`config.mk`:
```
export PLATFORM = sky130hd
export DESIGN_NAME = edge_watchdog
export DESIGN_NICKNAME = d
export VERILOG_FILES = /design/src/rtl/wdg_pkg.sv /design/src/rtl/wdg_tick.sv /design/src/rtl/wdg_edge.sv /design/src/rtl/wdg_core.sv /design/src/rtl/edge_watchdog.sv
export SDC_FILE = /design/constraint.sdc
export NUM_CORES = 1
export LEC_CHECK = 0
export CAP_MARGIN = 10
export CORE_UTILIZATION = 35
export CTS_CLUSTER_DIAMETER = 50
export DETAILED_ROUTE_END_ITERATION = 7
export DONT_BUFFER_PORTS = 1
export PLACE_DENSITY = 0.53
export SLEW_MARGIN = 20
export SYNTH_ARGS = -nofsm -noshare
export SYNTH_HDL_FRONTEND = slang
export SYNTH_SLANG_ARGS = --single-unit
```
`constraint.sdc`:
```
create_clock -name clk -period 2.2 [get_ports clk]
set_input_delay 0 -clock clk [delete_from_list [all_inputs] [get_ports clk]]
set_output_delay 0 -clock clk [all_outputs]
set_load 0.1 [all_outputs]
```
`src/rtl/wdg_pkg.sv`:
```
package wdg_pkg;

    typedef enum logic [1:0] {
        WD_RUN    = 2'd0,
        WD_ALARM  = 2'd1,
        WD_SUPPLY = 2'd2,
        WD_OFF    = 2'd3
    } wd_state_e;

    typedef struct packed {
        logic kick;
        logic tick;
        logic clr;
        logic sup_low;
        logic line_ok;
    } wd_ctl_t;

    function automatic int cnt_bits(int n);
        return (n < 1) ? 1 : $clog2(n + 1);
    endfunction

    function automatic logic phase_is_low(int unsigned phase, int unsigned low_len);
        return phase < low_len;
    endfunction

endpackage

```
`src/rtl/wdg_tick.sv`:
```
module wdg_tick #(
    parameter int TICK_DIV = 125000
) (
    input  logic clk,
    input  logic rst,
    output logic tick
);
    localparam int W = (TICK_DIV > 1) ? $clog2(TICK_DIV) : 1;

    generate
        if (TICK_DIV <= 1) begin : g_every
            assign tick = 1'b1;
        end else begin : g_div
            logic [W-1:0] pre_q;
            assign tick = (pre_q == W'(TICK_DIV - 1));
            always_ff @(posedge clk) begin
                if (rst)       pre_q <= '0;
                else if (tick) pre_q <= '0;
                else           pre_q <= pre_q + 1'b1;
            end
        end
    endgenerate
endmodule

```
`src/rtl/wdg_edge.sv`:
```
module wdg_edge #(
    parameter int SYNC_STAGES = 2
) (
    input  logic clk,
    input  logic rst,
    input  logic line_in,
    output logic kick
);
    localparam int N = SYNC_STAGES + 1;

    logic [N-1:0] sh_q;

    always_ff @(posedge clk) begin
        if (rst) sh_q <= '0;
        else     sh_q <= {sh_q[N-2:0], line_in};
    end

    assign kick = sh_q[N-1] ^ sh_q[N-2];
endmodule

```
`src/rtl/wdg_core.sv`:
```
module wdg_core
    import wdg_pkg::*;
#(
    parameter int TIMEOUT_TICKS      = 1600,
    parameter int PULSE_LOW_TICKS    = 220,
    parameter int PULSE_PERIOD_TICKS = 1900
) (
    input  logic                                clk,
    input  logic                                rst,
    input  wd_ctl_t                             ctl,
    output wd_state_e                           state,
    output logic [cnt_bits(TIMEOUT_TICKS)-1:0]  cnt,
    output logic                                alarm_n
);
    localparam int CW = cnt_bits(TIMEOUT_TICKS);
    localparam int PW = cnt_bits(PULSE_PERIOD_TICKS);

    wd_state_e     state_q, state_d;
    logic [CW-1:0] cnt_q, cnt_d;
    logic [PW-1:0] phase_q, phase_d, phase_nx;
    logic          out_q, out_d;

    assign phase_nx = (phase_q == PW'(PULSE_PERIOD_TICKS - 1)) ? '0 : phase_q + 1'b1;

    always_comb begin
        state_d = state_q;
        cnt_d   = cnt_q;
        phase_d = phase_q;
        out_d   = out_q;
        if (ctl.sup_low) begin
            state_d = WD_SUPPLY;
            cnt_d   = '0;
            phase_d = '0;
            out_d   = 1'b0;
        end else if (!ctl.line_ok) begin
            state_d = WD_OFF;
            cnt_d   = '0;
            phase_d = '0;
            out_d   = 1'b1;
        end else if (ctl.kick || ctl.clr || state_q == WD_SUPPLY || state_q == WD_OFF) begin
            state_d = WD_RUN;
            cnt_d   = '0;
            phase_d = '0;
            out_d   = 1'b1;
        end else if (ctl.tick) begin
            if (state_q == WD_RUN) begin
                if (cnt_q == CW'(TIMEOUT_TICKS - 1)) begin
                    state_d = WD_ALARM;
                    cnt_d   = '0;
                    phase_d = '0;
                    out_d   = 1'b0;
                end else begin
                    cnt_d = cnt_q + 1'b1;
                end
            end else begin
                phase_d = phase_nx;
                out_d   = !phase_is_low(int'(phase_nx), PULSE_LOW_TICKS);
            end
        end
    end

    always_ff @(posedge clk) begin
        if (rst) begin
            state_q <= WD_RUN;
            cnt_q   <= '0;
            phase_q <= '0;
            out_q   <= 1'b1;
        end else begin
            state_q <= state_d;
            cnt_q   <= cnt_d;
            phase_q <= phase_d;
            out_q   <= out_d;
        end
    end

    assign state   = state_q;
    assign cnt     = cnt_q;
    assign alarm_n = out_q;
endmodule

```
`src/rtl/edge_watchdog.sv`:
```
module edge_watchdog
    import wdg_pkg::*;
#(
    parameter int TICK_DIV           = 125000,
    parameter int TIMEOUT_TICKS      = 1600,
    parameter int PULSE_LOW_TICKS    = 220,
    parameter int PULSE_PERIOD_TICKS = 1900,
    parameter int SYNC_STAGES        = 2
) (
    input  logic clk,
    input  logic rst,
    input  logic wd_line,
    input  logic wd_line_valid,
    input  logic supply_low,
    input  logic clear_req,
    output logic wd_alarm_n
);
    localparam int CNT_W = cnt_bits(TIMEOUT_TICKS);

    logic             tick_w;
    logic             kick_w;
    wd_ctl_t          ctl_w;
    wd_state_e        state_w;
    logic [CNT_W-1:0] cnt_w;

    wdg_tick #(.TICK_DIV(TICK_DIV)) u_tick (
        .clk (clk),
        .rst (rst),
        .tick(tick_w)
    );

    wdg_edge #(.SYNC_STAGES(SYNC_STAGES)) u_edge (
        .clk    (clk),
        .rst    (rst),
        .line_in(wd_line),
        .kick   (kick_w)
    );

    assign ctl_w = '{kick: kick_w, tick: tick_w, clr: clear_req,
                     sup_low: supply_low, line_ok: wd_line_valid};

    wdg_core #(
        .TIMEOUT_TICKS     (TIMEOUT_TICKS),
        .PULSE_LOW_TICKS   (PULSE_LOW_TICKS),
        .PULSE_PERIOD_TICKS(PULSE_PERIOD_TICKS)
    ) u_core (
        .clk    (clk),
        .rst    (rst),
        .ctl    (ctl_w),
        .state  (state_w),
        .cnt    (cnt_w),
        .alarm_n(wd_alarm_n)
    );
endmodule

```
==> results.txt, run 1 <==
The flow ran to the end, but the final reports show violations. The checks that failed: negative setup slack. The effective utilization at floorplan came out at 36.5%.

The final global-route overflow total is 0. The final-report max-slew violation count is 0. The upper clock frequency limit came out at roughly 440 MHz.

Among all flip-flop cells after synthesis, the most frequent one is sky130_fd_sc_hd__dfxtp_1. The count of final hold-check violations is 0. The final antenna diode count is 0.

The total length of routed wires came out at 4900 um. In the final layout, the share of cells above drive strength 1 is 18.4%. Dividing the detail-routed via count by the number of cells gives 5.22. The portion of the post-synthesis area used by sequential elements came out at 41.4%. Yosys mapped a number of flops with a built-in enable equal to 0. After synthesis, the cell types taking the most area are sky130_fd_sc_hd__dfxtp_1, sky130_fd_sc_hd__nor2_1, sky130_fd_sc_hd__xor2_1, sky130_fd_sc_hd__a21oi_1, sky130_fd_sc_hd__nand3_1.

The commonest cells after synthesis are sky130_fd_sc_hd__dfxtp_1, sky130_fd_sc_hd__nor2_1, sky130_fd_sc_hd__a21oi_1. In the post-route analysis, the smallest setup slack over all paths is -84.2 ps. Dividing the final minimum period by the clock period gives 104%. The iteration count of the initial detailed-routing pass is 4.

The clock latency reported for the late side of the worst-skew pair came out at 300 ps. The post-layout instance count excluding filler cells came out at roughly 370. The maximum fanout count along the critical path came out at 6. The setup total negative slack is -900 ps. TritonCTS built the clock tree. Counting every net in the synthesized netlist gives between 200 and 300. Prior to clock tree synthesis, the placed netlist has a worst setup slack of -142 ps.

The routed layout has around 2000 vias. After floorplanning, the core was sized to cover between 5000 and 6000 um^2. In this run, the number of DRC markers left after iteration 0 of detailed routing was 56. The post-synthesis cell area came out at 2180 um^2.

The worst hold margin came out at around 64 ps. The data required time of the critical path came out at between 2000 and 2500 ps. The count of warnings emitted by yosys is 0. The number of nets in the finished design came out at 307.

The most critical setup path has its startpoint at u_tick.g_div.pre_q[9]. The largest voltage drop on the vdd net is 433 uV. The tool flagged a number of max-cap violations equal to 0. The class of the most critical hold timing path is input port to register. The fraction of registers with async set/reset came out at 0%.

The fraction of post-synthesis cell area in the top cell type by area is between 40% and 50%. The TritonCTS sink count came out at 45. The number of library cell types mapped by synthesis is between 40 and 50.

For the pin with the worst max-slew slack, the measured transition is about 470 ps. The worst setup path is of the register to register kind. STA classifies the critical path endpoint as a register. The synthesized netlist cell count came out at 264. Of all cell types, the one taking the most synthesized area is sky130_fd_sc_hd__dfxtp_1. Setup repair after global routing could not meet its margin everywhere.

The maximum clock insertion buffer count came out at 2. The worst setup path is launched from a register. The signed area change from the synthesized netlist to the final layout is 25.5%. The number of fillers in the final layout is 603. The cell row count is 28. The count of final setup violators came out at 17. The maximum number of pins on one net before global-route repair came out at 17.

Each instance of the synthesized netlist takes up on average 8.24 um^2. Clock skew on the completed layout was measured at 9.39 ps. The last weighted congestion value of the routability-driven placer is 0.839. Among all cell types in the netlist, the one instantiated most often is sky130_fd_sc_hd__dfxtp_1. The remaining antenna violation count after routing is 0. The die covers 6540 um^2. The via count of the first global-routing pass is about 1800. The time the worst path needs with I/O delays and setup came out at 2280 ps.

The global-route wire length before repair is around 8300 um. The total of flip-flops plus latches after synthesis is 45. The setup slack on the worst flop-to-flop path is -80 ps. The number of I/O pins came out at 7. Measured on the finished design, the core utilization comes to 45.8%.

The die is 80.8 um wide. The clock buffer count from CTS is 5. During placement, the flow inserted port buffers numbering 0.

The startpoint identified for the worst register-to-register timing path is u_tick.g_div.pre_q[9]. Clock-pin slew was measured on the worst setup and hold paths at 90 ps. The critical hold path startpoint is rst. The final routed wire length divided by cell count came out at 13.1 um. The cell sitting at the root of the clock tree is a sky130_fd_sc_hd__clkbuf_8. The tightest slew margin relative to the limit is 68.9%. The number of placed instances, taps included, is 356.

Dividing total power by cell area gives a power density of 613 nW/um^2. The global-route usage over all layers is 16.4%. Detailed placement ended at an HPWL of 3330 um.

The H-tree was split into 2 levels. The reported leakage power came out at approximately 0.94 nW. The DRC violation count after routing is 0. Measured along the y axis, the die boundary spans 80.8 um.

The data arrival at the endpoint of the critical path came out at 2480 ps. The initial antenna violation count is 0.
cell type report:
class	instances	area (um^2)	area share (%)
tap	75	93.8	3.44
sequential	45	902	33.0
clock inverter	3	68.8	2.52
inverter	4	15.0	0.550
clock buffer	5	68.8	2.52
timing repair buffer	37	307	11.2
multi-input combinational	205	1270	46.7
cells by family after synthesis:
kind of cell               Yosys count  synth area share (%)
DFF                                 45                  41.4
buffers and inverters               14                  2.47
xor gates and xnor gates            20                  8.05
AOI/OAI and AO/OA                   50                  13.6
and+or+nand+nor                    132                  32.7
adders and majority gates            3                  1.73
worst paths after layout:
path                                               to  cells past startpoint
worst min-delay path            u_tick.g_div.pre_q[0]                      3
worst max register to register      u_core.phase_q[8]                      8
worst min register to register         u_edge.sh_q[2]                      1
worst max-delay path                u_core.phase_q[8]                      8
critical path: stages, from the launching register on:
cell	delay, ps
sky130_fd_sc_hd__dfxtp_2	330
sky130_fd_sc_hd__or4b_4	530
sky130_fd_sc_hd__or4_4	510
sky130_fd_sc_hd__buf_6	140
sky130_fd_sc_hd__a211o_4	280
sky130_fd_sc_hd__buf_6	140
sky130_fd_sc_hd__a21oi_2	80
sky130_fd_sc_hd__nand2b_1	110
sky130_fd_sc_hd__a21oi_1	60
layer usage:
layer | track usage (%) | vias up | wire (um)
met5 | 0 | - | 0
met4 | 4.29 | 0 | 53
met3 | 4.04 | 6 | 153
met2 | 24.6 | 24 | 2120
met1 | 23.2 | 904 | 2580
li1 | - | 1018 | -
timing repair:
action	CTS	global route
setup buffers	0	1
hold endpoints to repair	7	0
cloned	0	1
gates resized for setup	13	6
pin swaps	1	3
hold buffers	8	0
endpoints found under the setup margin	17	22
placed cells by master (no fill, tap or decap), types with 7 or more instances in the layout:
cell type and n:
sky130_fd_sc_hd__or3_1 7, sky130_fd_sc_hd__dfxtp_1 44, sky130_fd_sc_hd__nand3_1 16, sky130_fd_sc_hd__xor2_1 14
sky130_fd_sc_hd__buf_4 25, sky130_fd_sc_hd__dlygate4sd3_1 8, sky130_fd_sc_hd__nand4_1 12, sky130_fd_sc_hd__nor2_1 36
sky130_fd_sc_hd__o21ai_0 7, sky130_fd_sc_hd__a21oi_1 20, sky130_fd_sc_hd__nand2_1 12
power breakdown:
group | switching (mW) | internal [mW] | total (mW)
clock network | 0.297 | 0.457 | 0.754
logic | 0.0504 | 0.0385 | 0.0888
registers | 0.00499 | 0.824 | 0.829
per-stage QoR:
stage	cell area (um^2)	power, mW
2_1_floorplan	2180	0.897
3_3_place_gp	2430	0.920
3_5_place_dp	2430	0.920
4_1_cts	2680	1.69
5_1_grt	2730	1.74
6_report	2730	1.67
registers in the layout, summed over array words and instances (netlist names):
| register | flops |
|---|---|
| u_core.cnt | 11 |
| u_edge.sh_q | 3 |
| u_tick.g_div.pre_q | 17 |
| u_core.alarm_n | 1 |
| u_core.state | 2 |
| u_core.phase_q | 11 |
Power figures use the tool's default switching activity.
==> run 2: changes to the inputs <==
--- a/config.mk
+++ b/config.mk
@@ -6,11 +6,12 @@
 export NUM_CORES = 1
 export LEC_CHECK = 0
 export CAP_MARGIN = 10
+export CORE_MARGIN = 2
 export CORE_UTILIZATION = 35
 export CTS_CLUSTER_DIAMETER = 50
 export DETAILED_ROUTE_END_ITERATION = 7
 export DONT_BUFFER_PORTS = 1
-export PLACE_DENSITY = 0.53
+export PLACE_DENSITY = 0.55
 export SLEW_MARGIN = 20
 export SYNTH_ARGS = -nofsm -noshare
 export SYNTH_HDL_FRONTEND = slang
==> results.txt, run 2 (synthesized netlist as in run 1, its figures left out) <==
Result of the run: finished with violations (unchanged). Failing checks: negative setup slack (unchanged). The maximum clock insertion buffer count is 2 (unchanged). The number of I/O pins is 7 (unchanged).

The effective utilization at floorplan came to 36.5% (unchanged). The horizontal extent of the die is 82.8 um (was 80.8 um). The time the worst path needs with I/O delays and setup came out at 2220 ps (was 2280 ps). The largest clock skew in the final design was 10.1 ps (was 9.39 ps). The fraction of final layout cells with drive strength greater than 1 came out at 16.4% (was 18.4%). The critical register-to-register path endpoint is u_core.phase_q[8] (unchanged). The maximum fanout count along the critical path is 8 (was 6). The data arrival at the endpoint of the critical path was 2440 ps (was 2480 ps). The clock tree from TritonCTS was built (unchanged).

The buffer cell driving the clock tree root was sky130_fd_sc_hd__clkbuf_8 (unchanged). The met1 usage in global routing is 20.6% (was 23.2%). The met2 demand-to-capacity share in global routing is 21.4% (was 24.6%). The critical hold path startpoint was wd_line_valid (was rst).

The reported leakage power came to 0.870 nW (was 0.942 nW). The number of violations of the max-capacitance limit came out at 0 (unchanged). The core box area is 5960 um^2 (unchanged).

The remaining antenna violation count after routing is 0 (unchanged). The global-route usage over all layers came out at 14.5% (was 16.4%). The cell internal power dissipation came to 1.09 mW (was 1.32 mW).

The post-layout instance count excluding filler cells is 367 (was 374). Commonest non-fill, non-tap cells in the layout: sky130_fd_sc_hd__dfxtp_1, sky130_fd_sc_hd__nor2_1, sky130_fd_sc_hd__buf_4, sky130_fd_sc_hd__a21oi_1, sky130_fd_sc_hd__nand3_1 (unchanged). The number of instances in the placed design is 352 (was 356). The largest voltage drop on the vdd net came to 358 uV (was 433 uV). The count of final setup violators is 3 (was 17).

The half-perimeter wire length of the detailed placement result came out at 3300 um (was 3330 um). Unrepaired setup endpoints after global routing: true (unchanged). The vertical die dimension came out at 82.8 um (was 80.8 um). The part of the power in the clock network came out at 36.4% (was 45.1%). The setup total negative slack is -23.3 ps (was -900 ps). The switching share of power was 24.1% (was 21.1%).

The cell row count is 28 (unchanged). The tightest slew margin relative to the limit came out at 68.2% (was 68.9%). The maximum number of pins on one net before global-route repair came to 17 (unchanged). The total power of the final layout is 1.43 mW (was 1.67 mW). The share of the clock period used by the worst path came out at 101% (was 104%).

The startpoint-to-endpoint class of the critical path was register to register (unchanged). The upper clock frequency limit is 451 MHz (was 438 MHz). The element type at the critical path end is a register (unchanged).

The last weighted congestion value of the routability-driven placer came out at 0.819 (was 0.839). The final-report max-slew violation count is 0 (unchanged). The total number of H-tree levels came out at 2 (unchanged). The initial antenna violation count is 0 (unchanged).

The clock buffer count from CTS came out at 5 (unchanged). The slew of the pin with the lowest slew margin came out at 474 ps (was 465 ps). The length in cells of the worst reg-to-reg path was 5 (was 8). The met3 track demand over resource came to 3.98% (was 4.04%). The die area came out at 6860 um^2 (was 6540 um^2). The portion of total power attributed to sequential cells came to 57.8% (was 49.6%). The total of buffers placed on input and output ports is 0 (unchanged). The startpoint of the most critical register-to-register path is u_tick.g_div.pre_q[9] (unchanged). The via total after detailed routing was 1991 (was 1952). The count of final hold-check violations is 0 (unchanged). The power per unit of standard cell area came out at 549 nW/um^2 (was 613 nW/um^2). The setup slack on the worst flop-to-flop path is -20 ps (was -80 ps). The iteration count of the initial detailed-routing pass is 4 (unchanged). The number of nets in the finished design is 300 (was 307).

The register with the most flip-flops is u_tick.g_div.pre_q (unchanged). The via count normalized by instance count came out at 5.43 (was 5.22). The total length of routed wires is 4720 um (was 4900 um).

The final antenna diode count is 0 (unchanged). The final routed wire length divided by cell count came out at 12.9 um (was 13.1 um). The clock latency reported for the late side of the worst-skew pair is 300 ps (about the same). The most common cell after layout, fill and taps aside is sky130_fd_sc_hd__dfxtp_1 (unchanged). The least setup slack across all paths after layout came to -16.1 ps (was -84.2 ps).

The post-CTS clock slew at the launch and capture registers of the worst setup and hold paths came out at 90 ps (about the same). The net switching power is 346 uW (was 352 uW). The combinational share of power came to 5.7% (was 5.3%). The number of flip-flops under the largest register name came out at 17 (unchanged). The TritonCTS sink count is 45 (unchanged). The signed area change from the synthesized netlist to the final layout came out at 20.0% (was 25.5%). The via count of the first global-routing pass is 1809 (was 1784). The layer carrying the most global-route usage is met2 (unchanged). The class of the most critical hold timing path is input port to register (unchanged). The iteration-0 DRC count of the detailed router is 62 (was 56). The terminating pin of the worst hold path is u_core.alarm_n (was u_tick.g_div.pre_q[0]). The category of the worst setup path launch point is a register (unchanged). The DRC violation count after routing is 0 (unchanged). The data required time of the critical path is 2420 ps (was 2400 ps). The global-route wire length before repair was 8330 um (was 8300 um). The instance count along the most critical hold path came to 3 (unchanged). The final global-route overflow total is 0 (unchanged).
[run 2: cell types whose count changed in the layout (fill, tap and decap cells not counted), moves of 2 or more]
cell                            change
sky130_fd_sc_hd__bufinv_16          -2
sky130_fd_sc_hd__buf_6              -2
sky130_fd_sc_hd__buf_4              -2
sky130_fd_sc_hd__dlygate4sd3_1      -2
[run 2: area by class of cell]
cell class / instances / area (um^2)
flip-flops and latches: 45 / 902
multi-input cells: 205 / 1260
repair buffers: 30 / 244
clock buffers: 5 / 68.8
well taps: 75 / 93.8
clock inverters: 3 / 25.0
fillers: 611 / 3350
inverters: 4 / 15.0
[run 2: metrics by stage]
step                      instance area (um^2)  util (%)  hold slack [ps]  worst slack, ps
after CTS                                 2580      43.3             59.7            -45.2
after detailed placement                  2400      40.4             74.0             -138
final                                     2610      43.8             29.5            -16.1
after floorplan                           2180         -             72.8             -103
after global routing                      2610      43.8             46.9             -115
after global placement                    2400      40.4             73.8             -111
[run 2: what timing repair did]
action,4_1_cts,5_1_grt
pin swaps,2,2
endpoints found under the setup margin,14,19
buffers inserted,1,0
hold buffers,6,0
resized for setup,3,12
endpoints found under the hold margin,7,0
[run 2: power by group through the flow]
stage	sequential, mW	clock, mW	combinational [mW]
after floorplan	0.863	0	0.0345
after detailed placement	0.849	0	0.0695
after CTS	0.830	0.545	0.0812
after global routing	0.831	0.586	0.0903
after global placement	0.849	0	0.0691
final	0.829	0.522	0.0819
[run 2: layer usage]
layer | share of wire, % | vias to the layer above
met2 | 44 | 43
li1 | - | 1013
met1 | 51 | 931
met5 | 0 | -
met3 | 3.9 | 4
met4 | 0.81 | 0
[run 2: worst max-delay path by stage]
stage / startpoint / endpoint / depth (start not counted)
floorplan: u_tick.g_div.pre_q[9] / u_core.phase_q[4] / 6
detailed placement: u_tick.g_div.pre_q[9] / u_core.phase_q[4] / 5
CTS: u_tick.g_div.pre_q[9] / u_core.phase_q[8] / 5
finish: u_tick.g_div.pre_q[9] / u_core.phase_q[8] / 5
global route: u_tick.g_div.pre_q[9] / u_core.phase_q[4] / 6
global placement: u_tick.g_div.pre_q[9] / u_core.phase_q[8] / 5
[run 2: worst max-delay path, cell delays in order, from the launching register on]
cell and delay, ps:
sky130_fd_sc_hd__dfxtp_2 330, sky130_fd_sc_hd__or4b_4 530, sky130_fd_sc_hd__or4_4 440, sky130_fd_sc_hd__or3_4 390
sky130_fd_sc_hd__or3_1 320, sky130_fd_sc_hd__a21oi_1 130
==> run 3: changes to the inputs <==
--- a/config.mk
+++ b/config.mk
@@ -15,4 +15,5 @@
 export SLEW_MARGIN = 20
 export SYNTH_ARGS = -nofsm -noshare
 export SYNTH_HDL_FRONTEND = slang
+export SYNTH_HIERARCHICAL = 1
 export SYNTH_SLANG_ARGS = --single-unit
==> results.txt, run 3 <==
Result of the run: finished with violations (unchanged). Failing checks: negative setup slack (unchanged). The number of library cell types mapped by synthesis was 48 (was 43).

The post-synthesis cell area is 2320 um^2 (was 2180 um^2). The part of the power in the clock network came out at 44.8% (was 36.4%). The last weighted congestion value of the routability-driven placer is 0.878 (was 0.819). The post-synth net total came to 283 (was 273). The startpoint-to-endpoint class of the critical path is register to register (unchanged). The data required time of the critical path is 2390 ps (was 2420 ps).

The synthesized netlist cell count came to 273 (was 264). The iteration count of the initial detailed-routing pass came out at 4 (unchanged). The die area was 7290 um^2 (was 6860 um^2).

The post-layout instance count excluding filler cells came out at 392 (was 367). The longest individual stage delay on the worst path is 380 ps (was 530 ps). The DRC violation count after routing came out at 0 (unchanged).

The element type at the critical path end is a register (unchanged). The fraction of final layout cells with drive strength greater than 1 is 20.6% (was 16.4%). Most instantiated cells after synthesis: sky130_fd_sc_hd__dfxtp_1, sky130_fd_sc_hd__nor2_1, sky130_fd_sc_hd__nand2_1 (was sky130_fd_sc_hd__dfxtp_1, sky130_fd_sc_hd__nor2_1, sky130_fd_sc_hd__a21oi_1). The number of buffer and inverter stages on the critical path came out at 0 (unchanged).

The register with the most flip-flops was u_tick/g_div.pre_q (was u_tick.g_div.pre_q). The core box area is 6390 um^2 (was 5960 um^2). The total of buffers placed on input and output ports came to 0 (unchanged).

The least setup slack across all paths after layout came to -17.1 ps (was -16.1 ps). The worst hold margin came out at 52.9 ps (was 29.5 ps). The kind of cell with the highest combined delay on the critical path was simple AND/OR/NAND/NOR gates (unchanged). The fraction of registers with async set/reset came to 0% (unchanged). The number of enable flip-flop cells after synthesis was 0 (unchanged). The slowest library cell on the worst path is sky130_fd_sc_hd__or3b_4 (was sky130_fd_sc_hd__or4b_4). The portion of total power attributed to sequential cells came to 50.1% (was 57.8%). The maximum fanout count along the critical path came out at 2 (was 8). The TritonCTS sink count is 45 (unchanged). The setup total negative slack came out at -17.1 ps (was -23.3 ps). The final-report max-slew violation count was 0 (unchanged).

The count of final hold-check violations came out at 0 (unchanged). The category of the worst setup path launch point is a register (unchanged). The tightest slew margin relative to the limit came out at 67.7% (was 68.2%). The signed area change from the synthesized netlist to the final layout came out at 24.7% (was 20.0%).

The worst slack at placement came out at -40.9 ps (was -138 ps). The net switching power came to 350 uW (was 346 uW). The final antenna diode count is 0 (unchanged).

The clock latency reported for the late side of the worst-skew pair is 300 ps (about the same). The number of instances in the placed design is 375 (was 352). The count of final setup violators came to 1 (was 3). The switching share of power is 21.1% (was 24.1%). The count of warnings emitted by yosys is 6 (was 0). Main area contributors after synthesis: sky130_fd_sc_hd__dfxtp_1, sky130_fd_sc_hd__nor2_1, sky130_fd_sc_hd__xnor2_1, sky130_fd_sc_hd__nand2_1, sky130_fd_sc_hd__nand4_1 (was sky130_fd_sc_hd__dfxtp_1, sky130_fd_sc_hd__nor2_1, sky130_fd_sc_hd__xor2_1, sky130_fd_sc_hd__a21oi_1, sky130_fd_sc_hd__nand3_1).

The vertical die dimension is 85.4 um (was 82.8 um). The number of violations of the max-capacitance limit came out at 0 (unchanged). The final routed wire length divided by cell count is 13.8 um (was 12.9 um). The effective utilization at floorplan was 36.3% (was 36.5%). Worst path cell trace: nor4b_2 -> nand3b_1 -> nor4_4 -> nor3b_4 -> and3_4 -> or3b_4 -> xor2_2 -> nor2_2 (was or4b_4 -> or4_4 -> or3_4 -> or3_1 -> a21oi_1). The final global-route overflow total came out at 0 (unchanged). The via count of the first global-routing pass came to 1967 (was 1809). The number of I/O pins came out at 7 (unchanged). The maximum clock insertion buffer count came out at 2 (unchanged).

The cell internal power dissipation came to 1.31 mW (was 1.09 mW). The clock buffer count from CTS was 5 (unchanged). The largest voltage drop on the vdd net is 303 uV (was 358 uV). The most frequently used flop master after synthesis is sky130_fd_sc_hd__dfxtp_1 (unchanged). The share of the clock period used by the worst path is 101% (about the same). The largest clock skew in the final design is 8.44 ps (was 10.1 ps). The data arrival at the endpoint of the critical path was 2410 ps (was 2440 ps). The power per unit of standard cell area came out at 574 nW/um^2 (was 549 nW/um^2).

The combinational share of power is 5.0% (was 5.7%). Unrepaired setup endpoints after global routing: true (unchanged). The global-route usage over all layers came to 15.8% (was 14.5%). The class of the most critical hold timing path is input port to register (unchanged). The time the worst path needs with I/O delays and setup came out at 2220 ps (about the same). The fraction of post-synthesis cell area in the top cell type by area came out at 38.9% (was 41.4%). The horizontal extent of the die is 85.4 um (was 82.8 um). The buffer cell driving the clock tree root was sky130_fd_sc_hd__clkbuf_8 (unchanged). The initial antenna violation count is 0 (unchanged). The upper clock frequency limit came out at 451 MHz (about the same).

Commonest non-fill, non-tap cells in the layout: sky130_fd_sc_hd__nor2_1, sky130_fd_sc_hd__dfxtp_1, sky130_fd_sc_hd__buf_4, sky130_fd_sc_hd__nand2_1, sky130_fd_sc_hd__xnor2_1 (was sky130_fd_sc_hd__dfxtp_1, sky130_fd_sc_hd__nor2_1, sky130_fd_sc_hd__buf_4, sky130_fd_sc_hd__a21oi_1, sky130_fd_sc_hd__nand3_1). The cell row count came out at 29 (was 28). The most common cell after layout, fill and taps aside was sky130_fd_sc_hd__nor2_1 (was sky130_fd_sc_hd__dfxtp_1). The global-route wire length before repair came out at 9280 um (was 8330 um). The post-CTS clock slew at the launch and capture registers of the worst setup and hold paths is 90 ps (about the same).

The most frequently used cell type in the post-synthesis netlist is sky130_fd_sc_hd__dfxtp_1 (unchanged). The reported leakage power is 0.955 nW (was 0.870 nW). The top cell type by total area after synthesis is sky130_fd_sc_hd__dfxtp_1 (unchanged). The remaining antenna violation count after routing came out at 0 (unchanged). The slew of the pin with the lowest slew margin came out at 483 ps (was 474 ps). The total of flip-flops plus latches after synthesis came out at 45 (unchanged).

The average cell area after synthesis came out at 8.49 um^2 (was 8.24 um^2). The maximum number of pins on one net before global-route repair is 18 (was 17). The number of nets in the finished design is 324 (was 300). The number of fillers in the final layout was 642 (was 611). The number of flip-flops under the largest register name came out at 17 (unchanged). The via count normalized by instance count came to 5.44 (was 5.43).

The half-perimeter wire length of the detailed placement result came out at 3830 um (was 3300 um). The iteration-0 DRC count of the detailed router came out at 65 (was 62). The via total after detailed routing is 2134 (was 1991). The total number of H-tree levels came out at 2 (unchanged).

The clock tree from TritonCTS is built (unchanged). The total length of routed wires is 5400 um (was 4720 um). The portion of the post-synthesis area used by sequential elements is 38.9% (was 41.4%).
==> run 3: power by group through the flow <==
stage / clock, mW / combinational, mW / sequential, mW
floorplan: 0 / 0.0392 / 0.864
global placement: 0 / 0.0702 / 0.851
detailed placement: 0 / 0.0704 / 0.851
CTS: 0.762 / 0.0826 / 0.832
global route: 0.797 / 0.0923 / 0.834
finish: 0.744 / 0.0832 / 0.832
==> run 3: final timing paths <==
| kind | from | to | slack [ps] | cells past startpoint |
|---|---|---|---|---|
| worst max-delay path | u_tick/g_div.pre_q[8] | u_core/cnt[10] | -20 | 8 |
| worst min-delay path | clear_req | u_core/alarm_n | 50 | 4 |
| worst max register to register | u_tick/g_div.pre_q[8] | u_core/cnt[10] | -20 | 8 |
| worst min register to register | u_edge/sh_q[0] | u_edge/sh_q[1] | 440 | 1 |
==> run 3: cells by family (layout without fill, tap and decap cells) <==
family	Yosys count	after routing	synth area share [%]
compound gates	43	43	13.1
xor+xnor	25	25	9.44
fa+ha+maj	4	4	2.16
buf+inv	13	55	2.91
flops	45	45	38.9
simple gates	143	143	33.6
==> run 3: routing by layer <==
layer / GRT usage (%) / share of wire [%] / vias to the layer above
li1: - / - / 1069
met1: 20.5 / 47 / 1022
met2: 26.0 / 47 / 33
met3: 3.11 / 3.7 / 10
met4: 5.77 / 1.9 / 0
met5: 0 / 0 / -
==> run 3: per-stage QoR <==
step | instance area, um^2 | total power, mW | util, %
2_1_floorplan | 2350 | 0.903 | -
3_3_place_gp | 2640 | 0.922 | 41.3
3_5_place_dp | 2640 | 0.922 | 41.3
4_1_cts | 2830 | 1.68 | 44.4
5_1_grt | 2890 | 1.72 | 45.3
6_report | 2890 | 1.66 | 45.3
==> run 3: area by class of cell <==
class | instances | area (um^2) | share of cell area (%)
Timing Repair Buffer | 41 | 327 | 11.3
Clock buffer | 5 | 68.8 | 2.38
Inverter | 6 | 22.5 | 0.779
Multi-Input combinational cell | 215 | 1410 | 48.7
Tap cell | 77 | 96.3 | 3.33
Sequential cell | 45 | 903 | 31.3
Clock inverter | 3 | 65.1 | 2.25
==> run 3: timing repair <==
item / 4_1_cts / 5_1_grt
setup endpoints to repair: 4 / 14
pin swaps: 2 / 9
buffers inserted: 0 / 4
resized for setup: 1 / 7
hold buffers: 6 / 0
endpoints found under the hold margin: 6 / 0
==> run 3: worst reg2reg max path, cell delays in order (launching register included) <==
cell                       delay (ps)
sky130_fd_sc_hd__dfxtp_2          330
sky130_fd_sc_hd__nor4b_2          250
sky130_fd_sc_hd__nand3b_1         190
sky130_fd_sc_hd__nor4_4           330
sky130_fd_sc_hd__nor3b_4          250
sky130_fd_sc_hd__and3_4           200
sky130_fd_sc_hd__or3b_4           380
sky130_fd_sc_hd__xor2_2           150
sky130_fd_sc_hd__nor2_2            40
